===== config.mk =====
export PLATFORM = sky130hd
export DESIGN_NAME = sixbit_shift_encoder
export DESIGN_NICKNAME = d
export VERILOG_FILES = /design/src/rtl/sse_pkg.sv /design/src/rtl/sse_classify.sv /design/src/rtl/sse_case_track.sv /design/src/rtl/sse_sequencer.sv /design/src/rtl/sixbit_shift_encoder.sv
export SDC_FILE = /design/constraint.sdc
export NUM_CORES = 1
export LEC_CHECK = 0
export BUFFER_PORTS_ARGS = -buffer_cell sky130_fd_sc_hd__buf_2
export CAP_MARGIN = 20
export CORE_MARGIN = 3
export CORE_UTILIZATION = 45
export CTS_CLUSTER_SIZE = 20
export DETAILED_ROUTE_END_ITERATION = 16
export HOLD_SLACK_MARGIN = 0.1
export PLACE_DENSITY = 0.7
export SLEW_MARGIN = 15
export SYNTH_ARGS = -nofsm -noshare
export SYNTH_HDL_FRONTEND = slang
export SYNTH_SLANG_ARGS = --single-unit
export TNS_END_PERCENT = 20

===== constraint.sdc =====
create_clock -name clk -period 4.6 [get_ports clk]
set_input_delay 0.23 -clock clk [delete_from_list [all_inputs] [get_ports clk]]
set_output_delay 0.23 -clock clk [all_outputs]
set_load 0.01 [all_outputs]

===== src/rtl/sse_pkg.sv =====
// Package: shared types and code constants for the shift-coded encoder.
// Assumes a 6-bit code set whose top four codes are reserved for control.
package sse_pkg;
    localparam int CODE_W = 6;
    localparam int CHAR_W = 7;
    localparam logic [CODE_W-1:0] CODE_FILL  = CODE_W'((1 << CODE_W) - 1);
    localparam logic [CODE_W-1:0] CODE_ESC   = CODE_W'((1 << CODE_W) - 2);
    localparam logic [CODE_W-1:0] CODE_LOWER = CODE_W'((1 << CODE_W) - 3);
    localparam logic [CODE_W-1:0] CODE_UPPER = CODE_W'((1 << CODE_W) - 4);

    typedef enum logic [1:0] {CASE_NONE, CASE_UP, CASE_LO} case_t;
    typedef enum logic [2:0] {K_DIRECT, K_UPPER, K_LOWER, K_ESCAPED, K_FILL} kind_t;
endpackage


===== src/rtl/sse_classify.sv =====
// Module: sse_classify
// Purely combinational. Sorts one ASCII byte into a kind and gives its base
// code: the code sent after any prefix. Assumes 7-bit input and 6-bit codes.
module sse_classify
    import sse_pkg::*;
(
    input  logic [CHAR_W-1:0] ch,
    output kind_t             kind,
    output logic [CODE_W-1:0] code
);
    localparam logic [CHAR_W-1:0] SPACE = CHAR_W'(8'h20);

    logic [CHAR_W-1:0] diff;

    // Purpose: decode byte ranges into kind and base code.
    always_comb begin
        kind = K_DIRECT;
        diff = ch - SPACE;
        if (ch < 7'h20) begin
            kind = K_ESCAPED;
            diff = ch;
        end else if (ch <= 7'h5B) begin
            kind = (ch >= 7'h41 && ch <= 7'h5A) ? K_UPPER : K_DIRECT;
        end else if (ch <= 7'h5F) begin
            kind = K_ESCAPED;
        end else if (ch == 7'h60) begin
            kind = K_ESCAPED;
            diff = 7'h24;
        end else if (ch <= 7'h7A) begin
            kind = K_LOWER;
            diff = ch - 7'h40;
        end else if (ch <= 7'h7E) begin
            kind = K_ESCAPED;
            diff = ch - 7'h5B;
        end else begin
            kind = K_FILL;
            diff = CHAR_W'(CODE_FILL);
        end
        code = diff[CODE_W-1:0];
    end
endmodule


===== src/rtl/sse_case_track.sv =====
// Module: sse_case_track
// Holds the receiver's current letter case. Reset makes it unknown. A
// transferred shift code locks the case it selects.
module sse_case_track
    import sse_pkg::*;
(
    input  logic  clk,
    input  logic  rst_n,
    input  logic  set_up,
    input  logic  set_lo,
    output case_t state
);
    // Purpose: update the case state when a shift code is transferred.
    always_ff @(posedge clk) begin
        if (!rst_n)      state <= CASE_NONE;
        else if (set_up) state <= CASE_UP;
        else if (set_lo) state <= CASE_LO;
    end
endmodule


===== src/rtl/sse_sequencer.sv =====
// Module: sse_sequencer
// Decides whether a byte needs a prefix and steps through prefix then
// character. Assumes the source holds in_char steady while in_valid is
// high and the byte has not yet been accepted.
module sse_sequencer
    import sse_pkg::*;
(
    input  logic              clk,
    input  logic              rst_n,
    input  logic              in_valid,
    input  logic              out_ready,
    input  kind_t             kind,
    input  logic [CODE_W-1:0] code,
    input  case_t             case_st,
    output logic              in_ready,
    output logic              out_valid,
    output logic [CODE_W-1:0] out_code,
    output logic              set_up,
    output logic              set_lo
);
    logic              pre_sent;
    logic              need_pre;
    logic              char_phase;
    logic              fire;
    logic [CODE_W-1:0] prefix;

    // Purpose: work out the prefix need and drive the output side.
    always_comb begin
        unique case (kind)
            K_ESCAPED: need_pre = 1'b1;
            K_UPPER:   need_pre = (case_st != CASE_UP);
            K_LOWER:   need_pre = (case_st != CASE_LO);
            default:   need_pre = 1'b0;
        endcase
        prefix     = (kind == K_ESCAPED) ? CODE_ESC :
                     (kind == K_UPPER)   ? CODE_UPPER : CODE_LOWER;
        char_phase = !need_pre || pre_sent;
        out_valid  = in_valid;
        out_code   = char_phase ? code : prefix;
        in_ready   = out_ready && char_phase;
        fire       = in_valid && out_ready;
        set_up     = fire && !char_phase && (kind == K_UPPER);
        set_lo     = fire && !char_phase && (kind == K_LOWER);
    end

    // Purpose: remember that a prefix went out for the byte still held.
    always_ff @(posedge clk) begin
        if (!rst_n)                   pre_sent <= 1'b0;
        else if (fire && char_phase)  pre_sent <= 1'b0;
        else if (fire)                pre_sent <= 1'b1;
    end
endmodule


===== src/rtl/sixbit_shift_encoder.sv =====
// Module: sixbit_shift_encoder
// Top level: ASCII bytes in, shift-coded 6-bit codes out, valid/ready on
// both sides with no storage at the edges. The widths are fixed by the
// code set and carried as parameters for documentation.
module sixbit_shift_encoder
    import sse_pkg::*;
#(
    parameter int IN_W  = CHAR_W,
    parameter int OUT_W = CODE_W
) (
    input  logic             clk,
    input  logic             rst_n,
    input  logic             in_valid,
    output logic             in_ready,
    input  logic [IN_W-1:0]  in_char,
    output logic             out_valid,
    input  logic             out_ready,
    output logic [OUT_W-1:0] out_code
);
    kind_t             kind;
    logic [CODE_W-1:0] base_code;
    case_t             case_q;
    logic              set_up;
    logic              set_lo;

    sse_classify u_cls (
        .ch   (CHAR_W'(in_char)),
        .kind (kind),
        .code (base_code)
    );

    sse_case_track u_case (
        .clk    (clk),
        .rst_n  (rst_n),
        .set_up (set_up),
        .set_lo (set_lo),
        .state  (case_q)
    );

    logic [CODE_W-1:0] seq_code;

    sse_sequencer u_seq (
        .clk       (clk),
        .rst_n     (rst_n),
        .in_valid  (in_valid),
        .out_ready (out_ready),
        .kind      (kind),
        .code      (base_code),
        .case_st   (case_q),
        .in_ready  (in_ready),
        .out_valid (out_valid),
        .out_code  (seq_code),
        .set_up    (set_up),
        .set_lo    (set_lo)
    );

    assign out_code = OUT_W'(seq_code);
endmodule


==> flow_metrics.tcl <==
set metrics [dict create \
    final-max-slew-violation-count 0 \
    hold_buffers 0 \
    r2r_end "u_case.state[0]" \
    num_vias 774 \
    grt_pass1_wl_mm 2.87 \
    fin_cells 120 \
    post_cts_buffers 0 \
    worstHoldStart "rst_n" \
    synth_top_cell_by_area "dfxtp_1" \
    overflow 0 \
    root_buffer "clkbuf_4" \
    die-area_sq_um 2080 \
    ir_drop_mv 0.0897 \
    die_x_microns 45.6 \
    end_kind "output port" \
    avgViaCountPerCell 6.45 \
    timing.fmax_mhz 441 \
    syn_nets 104 \
    gp_congestion 0.844 \
    worstMarginPinSlew_ps 554 \
    setup_violations 0 \
    grt_util_all_layers 0.190 \
    p_leak_nw 0.327 \
    arrival_ps 2040 \
    hold_class "in2reg" \
    clk_latency_ps 240 \
    place_ws_ps 2350 \
    skew_ps 1.12 \
    fin_util 0.569 \
    ant_nets 0 \
    antenna_found_initial 0 \
    dp_hpwl_mm 1.38 \
    ios 19 \
    cap_violations 0 \
    num_antenna_cells 0 \
    synthTopCellsByArea "dfxtp_1 8.5%, nor4b_4 6.7%, nand2_1 5.9%" \
    r2r.worst_path.cells 5 \
    grt_max_degree 17 \
    period_minus_slack_ps 2270 \
    rsz0062_at_grt "no" \
    nets 120 \
    areaGrowthSynthToFinish_pct 11.7 \
    numCtsBuffers 3 \
    total_power_uw 142 \
    r2r_slack_ps 3030 \
    finalHoldViolCount 0 \
    r2r-start "u_case.state[0]" \
    holdPathStages 2 \
    avgSynthCellArea_sq_um 7.83 \
    setup_ws_ps 2330 \
    first_iter_violations 14 \
    post_drt_wl_per_cell_microns 14.6 \
    dpl.cell_count 116 \
    num_rows 13 \
    yosys_warnings 0 \
    synth_area_sq_um 704 \
    cp-start-kind "input pin" \
    io_buffers 18 \
    drive_above_1_share 0.333 \
    clkTransAtPathRegs_ps 30 \
    clkSinkCount 3 \
    clock_path_buffers 2 \
    fin_setup_tns_ps 0 \
    status "finished clean" \
    post_cts_resized 0 \
    synthCells 90 \
    synth_cell_types 45 \
    cts_tree "done" \
    cts.htree.levels 1 \
    finalWirelength_mm 1.76 \
    path_max_fanout 9 \
    hold-path-endpoint "u_case.state[1]" \
    grt_pass1_vias 649 \
    relSlewSlack 0.630 \
    yosys_register_bits 3 \
    min_period_over_period 0.493 \
    yosys.area.top_type_share 0.0853 \
    start_util 0.510 \
    drc 0 \
    path_class "in2out" \
    power_density_nw_per_um2 181 \
    drtPass1Iterations 4 \
    yosysSeqAreaShare 0.0853 \
    die_y_microns 45.6 \
    cp_data_required_time_ps 4370 \
    coreArea_sq_um 1380 \
]
[cell usage after synthesis]
master,count
nand3_2,1
o41ai_1,1
or4_1,1
a41o_1,1
nor4b_4,2
a31oi_1,2
buf_4,2
or3_1,1
nor3b_1,1
a22oi_1,1
nor3_1,2
or2b_1,1
buf_6,2
nor3_2,1
and4_4,1
o21ai_1,2
a2bb2oi_1,1
dfxtp_1,3
a311o_4,1
nor4_2,1
buf_2,3
and3b_2,2
a2111oi_0,1
ha_1,3
nor2b_1,2
o2bb2ai_1,3
nand4_1,5
nand3_1,3
o21bai_1,1
inv_1,4
a221o_1,2
and2_4,1
a32o_1,1
o21ai_0,6
a21oi_1,1
a21o_1,3
nor2_1,2
a21boi_0,1
o21ba_2,1
o31a_1,1
nand2_1,11
and3_1,1
o2111ai_1,1
or2_2,1
a31o_2,2
[worst max path at each step]
stage,from,to,cells past startpoint
floorplan,in_char[0],in_ready,8
global placement,in_char[0],in_ready,8
detailed placement,in_char[1],in_ready,9
CTS,in_char[1],in_ready,9
global route,in_char[0],out_code[3],8
finish,in_char[1],in_ready,9
[report_power, final]
group          internal [mW]  switching (mW)
clock                 0.0326          0.0153
sequential            0.0272         0.00106
combinational         0.0278          0.0383
total                 0.0876          0.0546
[area by class of cell]
class	instances	area (sq um)
Clock buffer	4	26.3
Fill cell	137	596
Inverter	4	15.0
Multi-Input combinational cell	76	577
Sequential cell	3	60.1
Tap cell	15	18.8
Timing Repair Buffer	18	90.1
[placed cells by master (no fill, tap or decap), types with 3 or more instances in the layout]
cell type and n:
buf_2 18, nand2_1 11, o21ai_0 6, nand4_1 5, inv_1 4, a21o_1 3
nand3_1 3, o2bb2ai_1 3, ha_1 3, clkbuf_4 3, dfxtp_1 3
[routing by layer]
| layer | wire [microns] | part of all wire | vias up | track usage |
|---|---|---|---|---|
| met5 | 0 | 0 | - | 0 |
| met4 | 32 | 0.018 | 0 | 0.0760 |
| met3 | 146 | 0.083 | 4 | 0.0672 |
| met2 | 763 | 0.43 | 35 | 0.253 |
| met1 | 814 | 0.46 | 352 | 0.272 |
| li1 | - | - | 383 | - |
[critical path: stages]
cell and delay, ps:
buf_2 150, inv_1 110, ha_1 180, nor4b_4 230, nand3_2 140, a311o_4 440
a31o_2 280, and2_4 150, buf_2 130
[kinds of logic after synthesis]
group,synth area share
fa+ha+maj,0.0533
buf+inv,0.0959
simple gates,0.396
compound gates,0.369
flops,0.0853
[sequential cells by signal, summed over array words and instances, names as in the netlist]
register,flops
u_case.state,2
u_seq.pre_sent,1
[metrics by stage]
step | cell area (sq um) | hold slack [ps]
floorplan | 704 | 347
global route | 787 | 296
global placement | 761 | 476
finish | 787 | 263
CTS | 787 | 263
detailed placement | 761 | 477
Note: power is estimated with default switching activity, not from simulation.
